`src/rtl/dpll_cal_pkg.sv`:
```
package dpll_cal_pkg;

    // Control word layout, fixed because the PLL decodes it.
    localparam int LOW_W    = 8;
    localparam int TUNE_BIT = 8;
    localparam int HIGH_LSB = 16;
    localparam int HIGH_W   = 16;
    localparam int WORD_W   = HIGH_LSB + HIGH_W;
    localparam int GAP_W    = HIGH_LSB - TUNE_BIT - 1;

    typedef enum logic [2:0] {
        ST_IDLE,
        ST_SETTLE,
        ST_CONFIRM,
        ST_RETUNE,
        ST_LOCKED,
        ST_GAVE_UP
    } cal_state_e;

    // High limit starts 2 above the low limit, 4 above for the faster bands.
    function automatic logic [HIGH_W-1:0] first_high(input logic [LOW_W-1:0] lo,
                                                     input logic [1:0] band);
        logic [HIGH_W-1:0] extra;
        extra = (band > 2'd1) ? HIGH_W'(4) : HIGH_W'(2);
        return HIGH_W'(lo) + extra;
    endfunction

endpackage

```
`src/rtl/dpll_cal_count.sv`:
```
module dpll_cal_count #(
    parameter int LIMIT = 4
) (
    input  logic clk,
    input  logic rst_n,
    input  logic clr,
    input  logic inc,
    output logic at_last
);
    localparam int CW = (LIMIT > 1) ? $clog2(LIMIT) : 1;

    logic [CW-1:0] cnt;

    always_ff @(posedge clk) begin
        if (!rst_n) begin
            cnt <= '0;
        end else if (clr) begin
            cnt <= '0;
        end else if (inc) begin
            cnt <= cnt + 1'b1;
        end
    end

    assign at_last = (cnt == CW'(LIMIT - 1));
endmodule

```
`src/rtl/dpll_cal_limits.sv`:
```
module dpll_cal_limits
    import dpll_cal_pkg::*;
#(
    parameter int KW = 3
) (
    input  logic              clk,
    input  logic              rst_n,
    input  logic              load,
    input  logic              nudge,
    input  logic              lock_ok,
    input  logic [KW-1:0]     k_idx,
    input  logic [LOW_W-1:0]  init_low,
    input  logic [1:0]        band_idx,
    output logic [LOW_W-1:0]  low_q,
    output logic [HIGH_W-1:0] high_q,
    output logic              tune_q
);
    logic [KW-1:0] step;

    assign step = k_idx >> 1;

    always_ff @(posedge clk) begin
        if (!rst_n) begin
            low_q  <= '0;
            high_q <= '0;
            tune_q <= 1'b0;
        end else if (load) begin
            low_q  <= init_low;
            high_q <= first_high(init_low, band_idx);
            tune_q <= 1'b1;
        end else if (nudge) begin
            // Odd attempts widen downward, even attempts widen upward.
            if (k_idx[0]) begin
                low_q <= low_q - LOW_W'(step);
            end else begin
                high_q <= high_q + HIGH_W'(step);
            end
        end else if (lock_ok) begin
            tune_q <= 1'b0;
        end
    end
endmodule

```
`src/rtl/dpll_cal_fsm.sv`:
```
module dpll_cal_fsm
    import dpll_cal_pkg::*;
#(
    parameter int MAX_TRIES = 8,
    parameter int KW        = 3
) (
    input  logic          clk,
    input  logic          rst_n,
    input  logic          start,
    input  logic          lock_in,
    input  logic          tick,
    input  logic          poll_last,
    input  logic          hold_last,
    output logic [KW-1:0] attempt,
    output logic          load,
    output logic          nudge,
    output logic          lock_ok,
    output logic          iv_clr,
    output logic          iv_inc,
    output logic          poll_clr,
    output logic          poll_inc,
    output logic          hold_clr,
    output logic          hold_inc,
    output logic          busy,
    output logic          ok,
    output logic          fail
);
    cal_state_e state, state_nx;
    logic       last_try;
    logic       resting;

    assign last_try = (attempt == KW'(MAX_TRIES - 1));
    assign resting  = (state == ST_IDLE) || (state == ST_LOCKED) || (state == ST_GAVE_UP);

    // Next-state logic.
    always_comb begin
        state_nx = state;
        unique case (state)
            ST_IDLE, ST_LOCKED, ST_GAVE_UP: begin
                if (start) state_nx = ST_SETTLE;
            end
            ST_SETTLE: begin
                if (tick) begin
                    if (lock_in)        state_nx = ST_CONFIRM;
                    else if (poll_last) state_nx = ST_RETUNE;
                end
            end
            ST_CONFIRM: begin
                if (!lock_in)       state_nx = ST_RETUNE;
                else if (hold_last) state_nx = ST_LOCKED;
            end
            ST_RETUNE: begin
                state_nx = last_try ? ST_GAVE_UP : ST_SETTLE;
            end
            default: state_nx = ST_IDLE;
        endcase
    end

    // State register and attempt index.
    always_ff @(posedge clk) begin
        if (!rst_n) begin
            state   <= ST_IDLE;
            attempt <= '0;
        end else begin
            state <= state_nx;
            if (load) begin
                attempt <= '0;
            end else if (nudge) begin
                attempt <= attempt + 1'b1;
            end
        end
    end

    // Outputs and strobes.
    always_comb begin
        load     = resting && start;
        nudge    = (state == ST_RETUNE) && !last_try;
        lock_ok  = (state == ST_CONFIRM) && lock_in && hold_last;
        iv_inc   = (state == ST_SETTLE);
        iv_clr   = (state != ST_SETTLE) || tick;
        poll_clr = load || (state == ST_RETUNE);
        poll_inc = (state == ST_SETTLE) && tick && !lock_in;
        hold_inc = (state == ST_CONFIRM);
        hold_clr = (state != ST_CONFIRM);
        busy     = !resting;
        ok       = (state == ST_LOCKED);
        fail     = (state == ST_GAVE_UP);
    end
endmodule

```
`src/rtl/dpll_cal_seq.sv`:
```
module dpll_cal_seq
    import dpll_cal_pkg::*;
#(
    parameter int POLL_GAP   = 16,
    parameter int POLL_LIMIT = 20480,
    parameter int HOLD_LIMIT = 4096,
    parameter int MAX_TRIES  = 8
) (
    input  logic              clk,
    input  logic              rst_n,
    input  logic              start,
    input  logic              lock_in,
    input  logic [LOW_W-1:0]  init_low,
    input  logic [1:0]        band_idx,
    output logic [WORD_W-1:0] limit_word,
    output logic              busy,
    output logic              cal_ok,
    output logic              cal_fail
);
    localparam int KW = (MAX_TRIES > 1) ? $clog2(MAX_TRIES) : 1;

    logic          tick, poll_last, hold_last;
    logic          load, nudge, lock_ok;
    logic          iv_clr, iv_inc, poll_clr, poll_inc, hold_clr, hold_inc;
    logic [KW-1:0] attempt;
    logic [LOW_W-1:0]  low_q;
    logic [HIGH_W-1:0] high_q;
    logic              tune_q;

    dpll_cal_fsm #(.MAX_TRIES(MAX_TRIES), .KW(KW)) u_fsm (
        .clk(clk), .rst_n(rst_n), .start(start), .lock_in(lock_in),
        .tick(tick), .poll_last(poll_last), .hold_last(hold_last),
        .attempt(attempt), .load(load), .nudge(nudge), .lock_ok(lock_ok),
        .iv_clr(iv_clr), .iv_inc(iv_inc), .poll_clr(poll_clr), .poll_inc(poll_inc),
        .hold_clr(hold_clr), .hold_inc(hold_inc),
        .busy(busy), .ok(cal_ok), .fail(cal_fail)
    );

    dpll_cal_count #(.LIMIT(POLL_GAP)) u_gap (
        .clk(clk), .rst_n(rst_n), .clr(iv_clr), .inc(iv_inc), .at_last(tick)
    );

    dpll_cal_count #(.LIMIT(POLL_LIMIT)) u_polls (
        .clk(clk), .rst_n(rst_n), .clr(poll_clr), .inc(poll_inc), .at_last(poll_last)
    );

    dpll_cal_count #(.LIMIT(HOLD_LIMIT)) u_hold (
        .clk(clk), .rst_n(rst_n), .clr(hold_clr), .inc(hold_inc), .at_last(hold_last)
    );

    dpll_cal_limits #(.KW(KW)) u_lim (
        .clk(clk), .rst_n(rst_n), .load(load), .nudge(nudge), .lock_ok(lock_ok),
        .k_idx(attempt), .init_low(init_low), .band_idx(band_idx),
        .low_q(low_q), .high_q(high_q), .tune_q(tune_q)
    );

    assign limit_word = {high_q, {GAP_W{1'b0}}, tune_q, low_q};
endmodule

```
`config.mk`:
```
export PLATFORM = sky130hd
export DESIGN_NAME = dpll_cal_seq
export DESIGN_NICKNAME = d
export VERILOG_FILES = /design/src/rtl/dpll_cal_pkg.sv /design/src/rtl/dpll_cal_count.sv /design/src/rtl/dpll_cal_limits.sv /design/src/rtl/dpll_cal_fsm.sv /design/src/rtl/dpll_cal_seq.sv
export SDC_FILE = /design/constraint.sdc
export NUM_CORES = 1
export LEC_CHECK = 0
export BUFFER_PORTS_ARGS = -buffer_cell sky130_fd_sc_hd__buf_2
export CAP_MARGIN = 20
export CORE_MARGIN = 2
export CORE_UTILIZATION = 25
export DETAILED_ROUTE_END_ITERATION = 12
export GPL_TIMING_DRIVEN = 0
export PLACE_DENSITY_LB_ADDON = 0.1
export SYNTH_ARGS = -nofsm -noshare
export SYNTH_HDL_FRONTEND = slang
export SYNTH_SLANG_ARGS = --single-unit
```
`constraint.sdc`:
```
create_clock -name clk -period 3.1 [get_ports clk]
set_input_delay 0.62 -clock clk [delete_from_list [all_inputs] [get_ports clk]]
set_output_delay 0.62 -clock clk [all_outputs]
set_load 0.01 [all_outputs]
```
## Word level (Yosys, flattened, before mapping)

Index checks and enable logic that the tools add are counted.
W data, S select, Z words.

- Logic and storage cells: 78
- Output and inout bits: 35
- Bits of input ports: 14
- Bits in registers: 62

- Reductions and logical operators: 26
- Magnitude comparators: 1
- Eq/ne operators: 17
- Mux-type cells: 18
- $add $sub $neg: 7
- Bitwise gates (word level): 1

Operators with widths:

| operator | number |
|---|---|
| $mux W16 | 3 |
| $mux W3 | 8 |
| $mux W8 | 3 |
| $add A16 B2 Y16 | 1 |
| $add A8 B16 Y16 | 1 |
| $add A15 B1 Y15 const B | 1 |
| $eq A15 B15 Y1 const B | 1 |
| $add A12 B1 Y12 const B | 1 |
| $eq A12 B12 Y1 const B | 1 |
| $pmux W3 S4 | 1 |
| $eq A3 B3 Y1 const B | 3 |
| $reduce_or A2 Y1 | 4 |
| $sub A8 B2 Y8 | 1 |
| $eq A3 B2 Y1 const B | 2 |
| $logic_and A1 B1 Y1 | 6 |
| $ne A2 B2 Y1 const B | 3 |
| $ne A3 B2 Y1 const B | 2 |
| $reduce_and A2 Y1 | 3 |
| $reduce_bool A2 Y1 | 3 |
| $add A4 B1 Y4 const B | 1 |
| $eq A4 B4 Y1 const B | 1 |
| $logic_or A1 B1 Y1 | 4 |
| $reduce_and A4 Y1 | 1 |
| $add A3 B1 Y3 const B | 1 |
| 10 further kinds | 14 |

## Depth between registers and ports, before layout

Gate-level depths: netlist of run 1.

- Depth in word-level cells: 6
- Mapped depth: 8
- Gate-level depth less buffers: 8

## Modules after synthesis

Synthesis of run 1 repeated with hierarchy kept, for this count alone.

- Cell total of the unflattened synthesis: 402
- Area total of the unflattened synthesis: 3524.6 µm²

Modules (own cells, without submodules):

| module | cells an instance | area each (µm²) | instances |
|---|---|---|---|
| dpll_cal_limits | 177 | 1535.2 | 1 |
| dpll_cal_count (u_polls) | 83 | 733.2 | 1 |
| dpll_cal_count (u_hold) | 63 | 576.8 | 1 |
| dpll_cal_fsm | 52 | 426.7 | 1 |
| dpll_cal_count (u_gap) | 18 | 188.9 | 1 |
| dpll_cal_seq | 9 | 63.8 | 1 |

## Worst setup path after synthesis of run 1

Ideal clock, no wire load.

- Path kind: input-to-reg
- Start: in lock_in
- End: reg u_polls.cnt[14]
- Setup slack: 0.679 ns
- Cell stages on the path: 6
- Arrival time: 2.351 ns
- Setup time: 0.070 ns
- Cell sequence: buf_2 > or4b_4 > or4_1 > buf_2 > or3_1 > a21oi_1

- Word-level cells in the longest chain between the ends: 2

RTL lines:

| item | RTL line | RTL |
|---|---|---|
| start: declaration | dpll_cal_seq.sv:12 | `input logic lock_in,` |
| $logic_not A1 Y1 | - |  |
| $logic_and A1 B1 Y1 | dpll_cal_fsm.sv:82 | `poll_inc = (state == ST_SETTLE) && tick && !lock_in;` |
| end signal: assignment | dpll_cal_count.sv:20 | `cnt <= cnt + 1'b1;` |
| end: declaration | dpll_cal_count.sv:12 | `logic [CW-1:0] cnt;` |

No other way between the ends.
A chain may end at the register's enable or synchronous reset.

## Worst setup path after layout of run 1

- Start: reg u_fsm.state[2]
- End: reg u_polls.cnt[0]

- Word-level cells in the longest chain between the ends: 6

RTL lines:

| item | RTL line | RTL |
|---|---|---|
| start: declaration | dpll_cal_fsm.sv:28 | `cal_state_e state, state_nx;` |
| start signal: assignment | dpll_cal_fsm.sv:65 | `state <= state_nx;` |
| $eq A3 B3 Y1 / $logic_not A3 Y1 (equally long branches) | dpll_cal_fsm.sv:33 | `assign resting = (state == ST_IDLE) \|\| (state == ST_LOCKED) \|\| (state == ST_GAVE_UP);` |
| $logic_or A1 B1 Y1 (2 in a row) | dpll_cal_fsm.sv:33 |  |
| $logic_and A1 B1 Y1 | dpll_cal_fsm.sv:76 | `load = resting && start;` |
| $logic_or A1 B1 Y1 | dpll_cal_fsm.sv:81 | `poll_clr = load \|\| (state == ST_RETUNE);` |
| $reduce_or A2 Y1 (no line) | - |  |

Several ways; a longest one is shown, not always the timed one.

==> out/metrics.yaml, run 1 <==
sta:
  fin_ws_ns: 0.630
  setup_violations: 0
  tns_ns: 0
  worst_pin_slew_ns: 0.761
  period_share_pct: 79.7
  slew-limit-headroom_pct: 48.7
  fmax_mhz: 405
  final-max-slew-violation-count: 0
  hold_ws_ns: 0.452
  fin_worst_skew_ns: 0.00695
  fin_crit_ns: 2.47
  rsz0062_at_grt: "false"
  finalHoldViolCount: 0
global_routing:
  grt_max_degree: 12
  grt_pass1_vias: 2963
  track_usage_pct: 13.4
  antenna_found_initial: 0
  overflow: 0
  grt_pass1_wl_um: 15100
final_layout:
  drive_above_1_share_pct: 15.2
  final_util_pct: 31.0
  regArea_sq_mm: 0.00124
  multiInputGateArea_sq_mm: 0.00193
  fillers: 1472
  final_cell_mix: "dfxtp_1, buf_2, a21oi_1"
  nets: 486
  final_common_cell: "dfxtp_1"
  syn2layout_area_growth_pct: 21.5
  antenna_cells: 0
route:
  avgRoutedWirePerCell_um: 14.0
  drt_first_iter_violations: 169
  met3_length_um: 329
  dr_wl_met2_um: 4100
  post-route-drc-count: 0
  top_layer_used: "met4"
  drt-total-wl_um: 8920
  num_vias: 3042
  vias_per_cell: 4.77
  antenna_left: 0
  wl_met1_um: 4390
  first_pass_iters: 4
min_path:
  hp-class: "register to register"
  holdPathStages: 1
worst_setup_path:
  critical-path-max-stage-delay_ns: 0.64
  critPathBufInv: 2
  critPathArrivalTime_ns: 2.67
  worst_setup_path_start_kind: "register"
  cp_common_cell: "clkbuf_1"
  crit_chain: "clkbuf_1 > nor2b_1 > o21ai_0 > a21o_1 > clkbuf_1 > nor2_1"
  crit_cells: 6
  slowest_stage: "o21ai_0"
  critPathKind: "register to register"
  endpoint_kind: "register"
  rr_worst_depth: 6
  critPathMaxFanout: 10
  crit_required_ns: 3.30
  crit_family: "compound AO/OA/AOI/OAI gates"
yosys:
  synth_edf_count: 0
  synth-seq-cells: 62
  async_flop_share_pct: 0
  ys.flop_type: "dfxtp_1"
  yosys_warnings: 0
  synth_seq_area_share_pct: 37.1
  yosys.area_share.simple_pct: 27.9
  syn_inst: 402
  synthMuxAreaShare_pct: 0.598
  synth.distinct_cells: 53
  syn_area_sq_mm: 0.00335
  synth_top_family_by_area: "simple AND/OR/NAND/NOR gates"
  synth_compound_area_share_pct: 15.8
  syn_area_per_cell_sq_um: 8.33
  yosys.area_share.adder_pct: 6.28
  synth-xor-area-share_pct: 6.28
clocking:
  cts_made_buffers: 9
  cts_setup_buffers: 0
  cts_hold_buf: 0
  clockRootBuffer: "clkbuf_16"
  insertion_delay_ns: 0.33
  post_cts_resized: 0
  htreeDepth: 3
  clockBufferDepth: 2
  clock_sinks: 62
  cts_tree: "built"
  clk_pin_slew_ns: 0.05
power_and_ir_drop:
  power_switching_mw: 0.514
  total_power_mw: 1.99
  pwr-share-clk_pct: 47.9
  ir_worst_vdd_uv: 207
  seqPwrFrac_pct: 42.5
  p_per_area_mw_per_mm2: 488
  p_leak_nw: 1.48
  p_sw_share_pct: 25.8
  comb_power_share_pct: 9.6
  p_int_mw: 1.47
place:
  place.gp.congestion: 0.738
  dp_slack_ns: 0.563
  io_buffers: 38
  dp_hpwl_um: 6570
die:
  num_rows: 42
  die-area_sq_mm: 0.0143
  fp.dieH_um: 120
  fp.dieW_um: 120
  core_area_sq_mm: 0.0131
  initial_core_util_pct: 25.5
  pin_count: 49
flow_run:
  max-cap-violations: 0
run_status:
  status: "complete, no violations"
## through the flow
step | instances | instance area (sq um)
6_report | 638 | 4070
5_1_grt | 638 | 4070
4_1_cts | 638 | 4070
3_5_place_dp | 622 | 3780
3_3_place_gp | 622 | 3780
2_1_floorplan | 408 | 3370
## per-layer routing
metal,GRT usage (%),up-vias
met3,3.37,5
met1,18.2,1421
met4,4.85,0
met2,20.4,46
li1,-,1570
met5,0,-
## worst reg2reg max path, delay by kind of cell, from the launching register on
| family | cells | cell delay (ns) |
|---|---|---|
| flip-flops | 1 | 0.42 |
| AO/OA/AOI/OAI | 2 | 0.93 |
| buffers and inverters | 2 | 0.76 |
| AND/OR/NAND/NOR | 2 | 0.23 |
## logic make-up after synthesis
group,count (synthesis)
simple gates,168
compound gates,85
flops,62
buf+inv,45
xor+xnor,24
fa+ha+maj,15
mux,2
other cells,1
## final cells by class
type / instances / area share (%)
clock buffers: 11 / 6.21
flip-flops and latches: 62 / 30.5
well taps: 176 / 5.41
repair buffers: 38 / 4.67
inverters: 20 / 1.85
clock inverters: 5 / 0.830
plain buffers: 25 / 3.11
multi-input cells: 301 / 47.4
## sequential cells by signal (all words and copies together), names as in the netlist
name,count
u_fsm.attempt,3
u_fsm.state,3
u_gap.cnt,4
u_hold.cnt,12
u_lim.high_q,16
u_lim.low_q,8
u_lim.tune_q,1
u_polls.cnt,15
## cells in the mapped netlist, types with 7 or more instances
| library cell | instances | area share (%) |
|---|---|---|
| dfxtp_1 | 62 | 37 |
| a21oi_1 | 30 | 4.5 |
| nand2_1 | 29 | 3.2 |
| nor2_1 | 29 | 3.2 |
| nand3_1 | 25 | 3.7 |
| inv_1 | 19 | 2.1 |
| o21ai_0 | 17 | 2.5 |
| clkbuf_1 | 15 | 1.7 |
| nor3_1 | 14 | 2.1 |
| xor2_1 | 14 | 3.7 |
| nand4_1 | 13 | 2.4 |
| ha_1 | 12 | 4.5 |
| or4_1 | 11 | 2.5 |
| o31ai_1 | 10 | 2.2 |
| xnor2_1 | 10 | 2.6 |
| and3_1 | 8 | 1.5 |
| buf_4 | 8 | 1.8 |
| or3_1 | 7 | 1.3 |
## final timing paths
path	from	to	slack, ns
worst max-delay path	u_fsm.state[2]	u_polls.cnt[0]	0.63
worst min-delay path	u_gap.cnt[0]	u_gap.cnt[0]	0.45
worst max register to register	u_fsm.state[2]	u_polls.cnt[0]	0.63
worst min register to register	u_gap.cnt[0]	u_gap.cnt[0]	0.45
## power groups by stage
stage	Clock, mW	Sequential, mW	Combinational, mW
CTS	0.990	0.845	0.192
floorplan	0	0.863	0.115
detailed placement	0	0.862	0.190
finish	0.952	0.845	0.190
global route	1.03	0.849	0.213
global placement	0	0.862	0.191
(Power assumes the default switching activity.)
==> run 2: changes to the inputs <==
ABC_AREA = 1   (was unset)
clock period = 2.35 ns   (was 3.1 ns; I/O delays follow)
==> run 2 against run 1 <==
  * Final cell count grew 27%
  * Via count up 16%
  * Flip-flop and latch count stayed put
  * Sequential power rose by 55%
  * Critical path type unchanged
  * Largest cell class unchanged
  * Highest routed layer unchanged
==> out/metrics.yaml, run 2 <==
die:
  num_rows: 44  # was 42
  initial_core_util_pct: 25.5  # about the same
  core_area_sq_mm: 0.0145  # was 0.0131 sq mm
  pin_count: 49  # unchanged
  die-area_sq_mm: 0.0158  # was 0.0143 sq mm
  fp.dieW_um: 126  # was 120 um
  fp.dieH_um: 126  # was 120 um
sta:
  fin_crit_ns: 2.17  # was 2.47 ns
  fin_worst_skew_ns: 0.00571  # was 0.00695 ns
  fmax_mhz: 460  # was 405 MHz
  rsz0062_at_grt: "false"  # unchanged
  slew-limit-headroom_pct: 59.5  # was 48.7%
  worst_pin_slew_ns: 0.608  # was 0.761 ns
  hold_ws_ns: 0.443  # was 0.452 ns
  finalHoldViolCount: 0  # unchanged
  setup_violations: 0  # unchanged
  final-max-slew-violation-count: 0  # unchanged
  tns_ns: 0  # unchanged
  period_share_pct: 92.5  # was 79.7%
yosys:
  syn_area_per_cell_sq_um: 6.51  # was 8.33 sq um
  yosys.area_share.simple_pct: 36.8  # was 27.9%
  synth_top_family_by_area: "simple AND/OR/NAND/NOR gates"  # unchanged
  synthTopCellsByArea: "dfxtp_1, nand2_1, nor2_1"  # was dfxtp_1, a21oi_1, ha_1
  synth_top_cell_by_area: "dfxtp_1"  # unchanged
  synth_top_area_share_pct: 33.6  # was 37.1%
  synth_compound_area_share_pct: 10.7  # was 15.8%
  synth_most_common_cell: "nand2_1"  # was dfxtp_1
  yosys.area_share.adder_pct: 5.69  # was 6.28%
  synth_top_cells_by_count: "nand2_1, nor2_1, inv_1"  # was dfxtp_1, a21oi_1, nand2_1, nor2_1, nand3_1
  syn_inst: 567  # was 402
  async_flop_share_pct: 0  # unchanged
  synth_edf_count: 0  # unchanged
  synth-xor-area-share_pct: 2.13  # was 6.28%
  synthMuxAreaShare_pct: 0  # was 0.598%
  syn_area_sq_mm: 0.00369  # was 0.00335 sq mm
  synth_seq_area_share_pct: 33.6  # was 37.1%
  synth-seq-cells: 62  # unchanged
  yosys_warnings: 0  # unchanged
  synth.distinct_cells: 34  # was 53
  ys.flop_type: "dfxtp_1"  # unchanged
final_layout:
  drive_above_1_share_pct: 13.9  # was 15.2%
  top_register: "u_lim.high_q"  # unchanged
  final_cell_mix: "nand2_1, nor2_1, inv_1"  # was dfxtp_1, buf_2, a21oi_1
  stdcell_count: 811  # was 638
  largestRegisters: "u_lim.high_q: 16 flops, u_polls.cnt: 15 flops, u_hold.cnt: 12 flops"  # unchanged
  final_common_cell: "nand2_1"  # was dfxtp_1
  antenna_cells: 0  # unchanged
  syn2layout_area_growth_pct: 20.0  # was 21.5%
  nets: 652  # was 486
  fillers: 1653  # was 1472
  final_area_sq_mm: 0.00443  # was 0.00407 sq mm
  largest_reg_flops: 16  # unchanged
place:
  dpl_cell_area_sq_mm: 0.00414  # was 0.00378 sq mm
  place_inst: 796  # was 622
  io_buffers: 39  # was 38
  place.gp.congestion: 0.776  # was 0.738
  dp_hpwl_um: 7350  # was 6570 um
power_and_ir_drop:
  p_leak_nw: 1.89  # was 1.48 nW
  p_per_area_mw_per_mm2: 853  # was 488 mW/mm^2
  ir_worst_vdd_uv: 395  # was 207 uV
min_path:
  hp-class: "primary input to register"  # was register to register
  hp-start: "init_low[0]"  # was u_gap.cnt[0]
  min_to: "u_lim.high_q[0]"  # was u_gap.cnt[0]
  holdPathStages: 3  # was 1
route:
  avgRoutedWirePerCell_um: 12.0  # was 14.0 um
  antenna_left: 0  # unchanged
  drt_first_iter_violations: 142  # was 169
  num_vias: 3521  # was 3042
  drt-total-wl_um: 9740  # was 8920 um
  post-route-drc-count: 0  # unchanged
  vias_per_cell: 4.34  # was 4.77
  first_pass_iters: 6  # was 4
worst_setup_path:
  endpoint_kind: "register"  # unchanged
  crit_required_ns: 2.58  # was 3.30 ns
  rr_startpoint: "u_fsm.attempt[1]"  # was u_fsm.state[2]
  rr_worst_depth: 9  # was 6
  rrSetupSlack_ns: 0.18  # was 0.63 ns
  r2r_end: "u_lim.high_q[14]"  # was u_polls.cnt[0]
  critPathMaxFanout: 5  # was 10
  critPathArrivalTime_ns: 2.41  # was 2.67 ns
  worst_setup_path_start_kind: "register"  # unchanged
  critPathKind: "register to register"  # unchanged
clocking:
  clock_sinks: 62  # unchanged
  insertion_delay_ns: 0.34  # was 0.33 ns
  cts_setup_buffers: 0  # unchanged
  clockRootBuffer: "clkbuf_16"  # unchanged
  cts_tree: "built"  # unchanged
  cts_hold_buf: 0  # unchanged
  cts_made_buffers: 9  # unchanged
  clockBufferDepth: 2  # unchanged
  post_cts_resized: 0  # unchanged
  clk_pin_slew_ns: 0.05  # about the same
  htreeDepth: 3  # unchanged
global_routing:
  grt_pass1_wl_um: 16600  # was 15100 um
  grt_pass1_vias: 3429  # was 2963
  grt_max_degree: 11  # was 12
  antenna_found_initial: 0  # unchanged
  track_usage_pct: 13.2  # was 13.4%
  overflow: 0  # unchanged
flow_run:
  max-cap-violations: 0  # unchanged
run_status:
  status: "complete, no violations"  # unchanged
-- run 2: cell type report --
class	count	area [sq um]	share of cell area, %
clock buffer	15	288	6.49
sequential	62	1240	28.0
timing repair buffer	39	195	4.40
buffer	15	109	2.46
tap	184	230	5.19
multi-input combinational	418	2070	46.8
inverter	78	295	6.66
-- run 2: critical path: stages (launching register included) --
cell and delay, ns:
dfxtp_1 0.42, ha_1 0.25, inv_1 0.07, fa_1 0.43, nor2_2 0.23, nand3_1 0.17
nor3_1 0.29, nand2_1 0.10, nand2_1 0.07, nor2_1 0.03
-- run 2: worst max-delay path by stage --
| stage | slack [ns] | cells past startpoint | start | end |
|---|---|---|---|---|
| after floorplan | 0.49 | 9 | u_lim.high_q[0] | u_lim.high_q[12] |
| after global placement | 0.14 | 9 | u_fsm.attempt[1] | u_lim.high_q[12] |
| after detailed placement | 0.13 | 9 | u_fsm.attempt[1] | u_lim.high_q[14] |
| after CTS | 0.10 | 9 | u_fsm.attempt[1] | u_lim.high_q[14] |
| after global routing | 0.01 | 9 | u_fsm.attempt[1] | u_lim.high_q[14] |
| final | 0.18 | 9 | u_fsm.attempt[1] | u_lim.high_q[14] |
-- run 2: cells by family (layout without fill, tap and decap cells) --
group | after synthesis | in the layout
buf+inv | 93 | 147
xor+xnor | 9 | 9
compound gates | 77 | 77
fa+ha+maj | 15 | 15
other cells | 1 | 7
simple gates | 310 | 310
flops | 62 | 62
-- run 2: per-stage QoR --
step	total power, mW	setup slack [ns]	util [%]
detailed placement	2.51	0.129	28.6
floorplan	2.13	0.495	-
global placement	2.50	0.138	28.6
CTS	3.86	0.105	30.6
finish	3.78	0.176	30.6
global route	4.08	0.0103	30.6
-- run 2: routing by layer --
metal | routed length (um) | track usage (%) | share of wire (%)
met5 | 0 | 0 | 0
met4 | 108 | 3.53 | 1.1
met3 | 428 | 4.62 | 4.4
met2 | 4350 | 21.1 | 45
met1 | 4850 | 16.9 | 50
-- run 2: where the power goes --
part,total (mW),switching [mW],internal [mW]
Combinational,1.16,0.755,0.406
Clock,1.30,0.478,0.824
Sequential,1.31,0.143,1.17
==> run 3: changes to the inputs <==
BUFFER_PORTS_ARGS = unset   (was -buffer_cell sky130_fd_sc_hd__buf_2)
DONT_BUFFER_PORTS = 1   (was unset)
==> run 3 against run 2 <==
  * Utilization decreased by 1.2 points
  * Hold slack got worse by 0.14 ns
  * Die area unchanged
  * Sequential share of layout area increased by 1.1 points
  * Maximum frequency increased by 3.0%
  * Setup slack improved by 0.063 ns
  * Sequential power increased by 5%
  * Clock power increased by 5%
  * Via count decreased by 2.4%
  * Total power decreased by 1.1%
  * Wire length decreased by 0.56%
  * Critical path type unchanged
  * Largest power group unchanged
==> out/metrics.yaml, run 3 (same netlist as run 2, synthesis figures left out) <==
worst_setup_path:
  critPathArrivalTime_ns: 2.34  # was 2.41 ns
  worst_setup_path_start_kind: "register"  # unchanged
  crit_required_ns: 2.58  # about the same
  endpoint_kind: "register"  # unchanged
  critPathBufInv: 2  # was 1
  critical-path-max-stage-delay_ns: 0.45  # was 0.43 ns
  crit_family: "adder cells"  # was simple AND/OR/NAND/NOR gates
  slowest_stage: "fa_1"  # unchanged
  crit_chain: "ha_1 > inv_1 > fa_1 > nor2_4 > nand3_1 > inv_1 > nand3_1 > o21ai_0 > nor2_1"  # was ha_1 > inv_1 > fa_1 > nor2_2 > nand3_1 > nor3_1 > nand2_1 > nand2_1 > nor2_1
  critPathKind: "register to register"  # unchanged
  critPathMaxFanout: 5  # unchanged
place:
  io_buffers: 0  # was 39
  place.gp.congestion: 0.804  # was 0.776
  place_inst: 757  # was 796
  dp_slack_ns: 0.109  # was 0.129 ns
  dp_hpwl_um: 7370  # was 7350 um
global_routing:
  grt_pass1_wl_um: 16400  # was 16600 um
  grt_max_degree: 11  # unchanged
  track_usage_pct: 13.1  # was 13.2%
  grt_pass1_vias: 3265  # was 3429
  overflow: 0  # unchanged
  antenna_found_initial: 0  # unchanged
sta:
  fin_crit_ns: 2.11  # was 2.17 ns
  period_share_pct: 89.8  # was 92.5%
  rsz0062_at_grt: "false"  # unchanged
  worst_pin_slew_ns: 0.587  # was 0.608 ns
  finalHoldViolCount: 0  # unchanged
  fin_ws_ns: 0.239  # was 0.176 ns
  fin_worst_skew_ns: 0.00441  # was 0.00571 ns
  hold_ws_ns: 0.299  # was 0.443 ns
  tns_ns: 0  # unchanged
  slew-limit-headroom_pct: 60.9  # was 59.5%
  setup_violations: 0  # unchanged
  final-max-slew-violation-count: 0  # unchanged
  fmax_mhz: 474  # was 460 MHz
power_and_ir_drop:
  ir_worst_vdd_uv: 357  # was 395 uV
  p_leak_nw: 1.71  # was 1.89 nW
  p_per_area_mw_per_mm2: 877  # was 853 mW/mm^2
final_layout:
  syn2layout_area_growth_pct: 15.3  # was 20.0%
  final_common_cell: "nand2_1"  # unchanged
  final_cell_mix: "nand2_1, nor2_1, inv_1"  # unchanged
  largest_reg_flops: 16  # unchanged
  top_register: "u_lim.high_q"  # unchanged
  largestRegisters: "u_lim.high_q: 16 flops, u_polls.cnt: 15 flops, u_hold.cnt: 12 flops"  # unchanged
  antenna_cells: 0  # unchanged
  nets: 613  # was 652
  drive_above_1_share_pct: 8.66  # was 13.9%
  final_util_pct: 29.4  # was 30.6%
  stdcell_count: 773  # was 811
route:
  drt_first_iter_violations: 162  # was 142
  antenna_left: 0  # unchanged
  num_vias: 3436  # was 3521
  drt-total-wl_um: 9680  # was 9740 um
  post-route-drc-count: 0  # unchanged
  vias_per_cell: 4.45  # was 4.34
  avgRoutedWirePerCell_um: 12.5  # was 12.0 um
  first_pass_iters: 4  # was 6
clocking:
  insertion_delay_ns: 0.34  # about the same
  clockRootBuffer: "clkbuf_16"  # unchanged
  cts_setup_buffers: 0  # unchanged
  clockBufferDepth: 2  # unchanged
  clk_pin_slew_ns: 0.06  # was 0.05 ns
  cts_tree: "built"  # unchanged
  clock_sinks: 62  # unchanged
  htreeDepth: 3  # unchanged
  cts_made_buffers: 9  # unchanged
run_status:
  status: "complete, no violations"  # unchanged
die:
  pin_count: 49  # unchanged
  die-area_sq_mm: 0.0158  # unchanged
  fp.dieW_um: 126  # unchanged
  initial_core_util_pct: 25.5  # unchanged
  core_area_sq_mm: 0.0145  # unchanged
  fp.dieH_um: 126  # unchanged
  num_rows: 44  # unchanged
min_path:
  hp-class: "primary input to register"  # unchanged
flow_run:
  max-cap-violations: 0  # unchanged
[run 3: path summary, 6_finish.rpt]
kind | start | to | slack [ns] | depth (start not counted)
max | u_lim.high_q[0] | u_lim.high_q[12] | 0.24 | 9
min | init_low[2] | u_lim.low_q[2] | 0.30 | 2
max reg2reg | u_lim.high_q[0] | u_lim.high_q[12] | 0.24 | 9
min reg2reg | u_hold.cnt[0] | u_hold.cnt[0] | 0.45 | 1
[run 3: layout make-up]
class / instances / area (sq um)
Multi-Input combinational cell: 418 / 2080
Sequential cell: 62 / 1240
Fill cell: 1614 / 10200
Tap cell: 184 / 230
Clock inverter: 4 / 45.0
Clock buffer: 12 / 256
Inverter: 78 / 295
Buffer: 15 / 109
[run 3: stage by stage]
stage | power (mW) | instance area, sq um
2_1_floorplan | 2.13 | 3720
3_3_place_gp | 2.41 | 3950
3_5_place_dp | 2.41 | 3950
4_1_cts | 3.82 | 4250
5_1_grt | 4.02 | 4260
6_report | 3.74 | 4260
[run 3: metal layers]
metal	wire (um)	track usage (%)	vias to the layer above
met4	110	3.92	0
met3	513	5.13	7
li1	-	-	1824
met1	4700	16.2	1554
met2	4360	20.9	51
met5	0	0	-
[run 3: report_power, final]
part           internal [mW]  switching (mW)  total (mW)  leakage, nW
clock network          0.873           0.490        1.36        0.152
logic                  0.334           0.671        1.00         1.06
registers               1.17           0.199        1.37        0.504
[run 3: what timing repair did]
| action | CTS | global route |
|---|---|---|
| endpoints found under the setup margin | 0 | 2 |
| hold buffers | 0 | 0 |
| resized for setup | 0 | 3 |
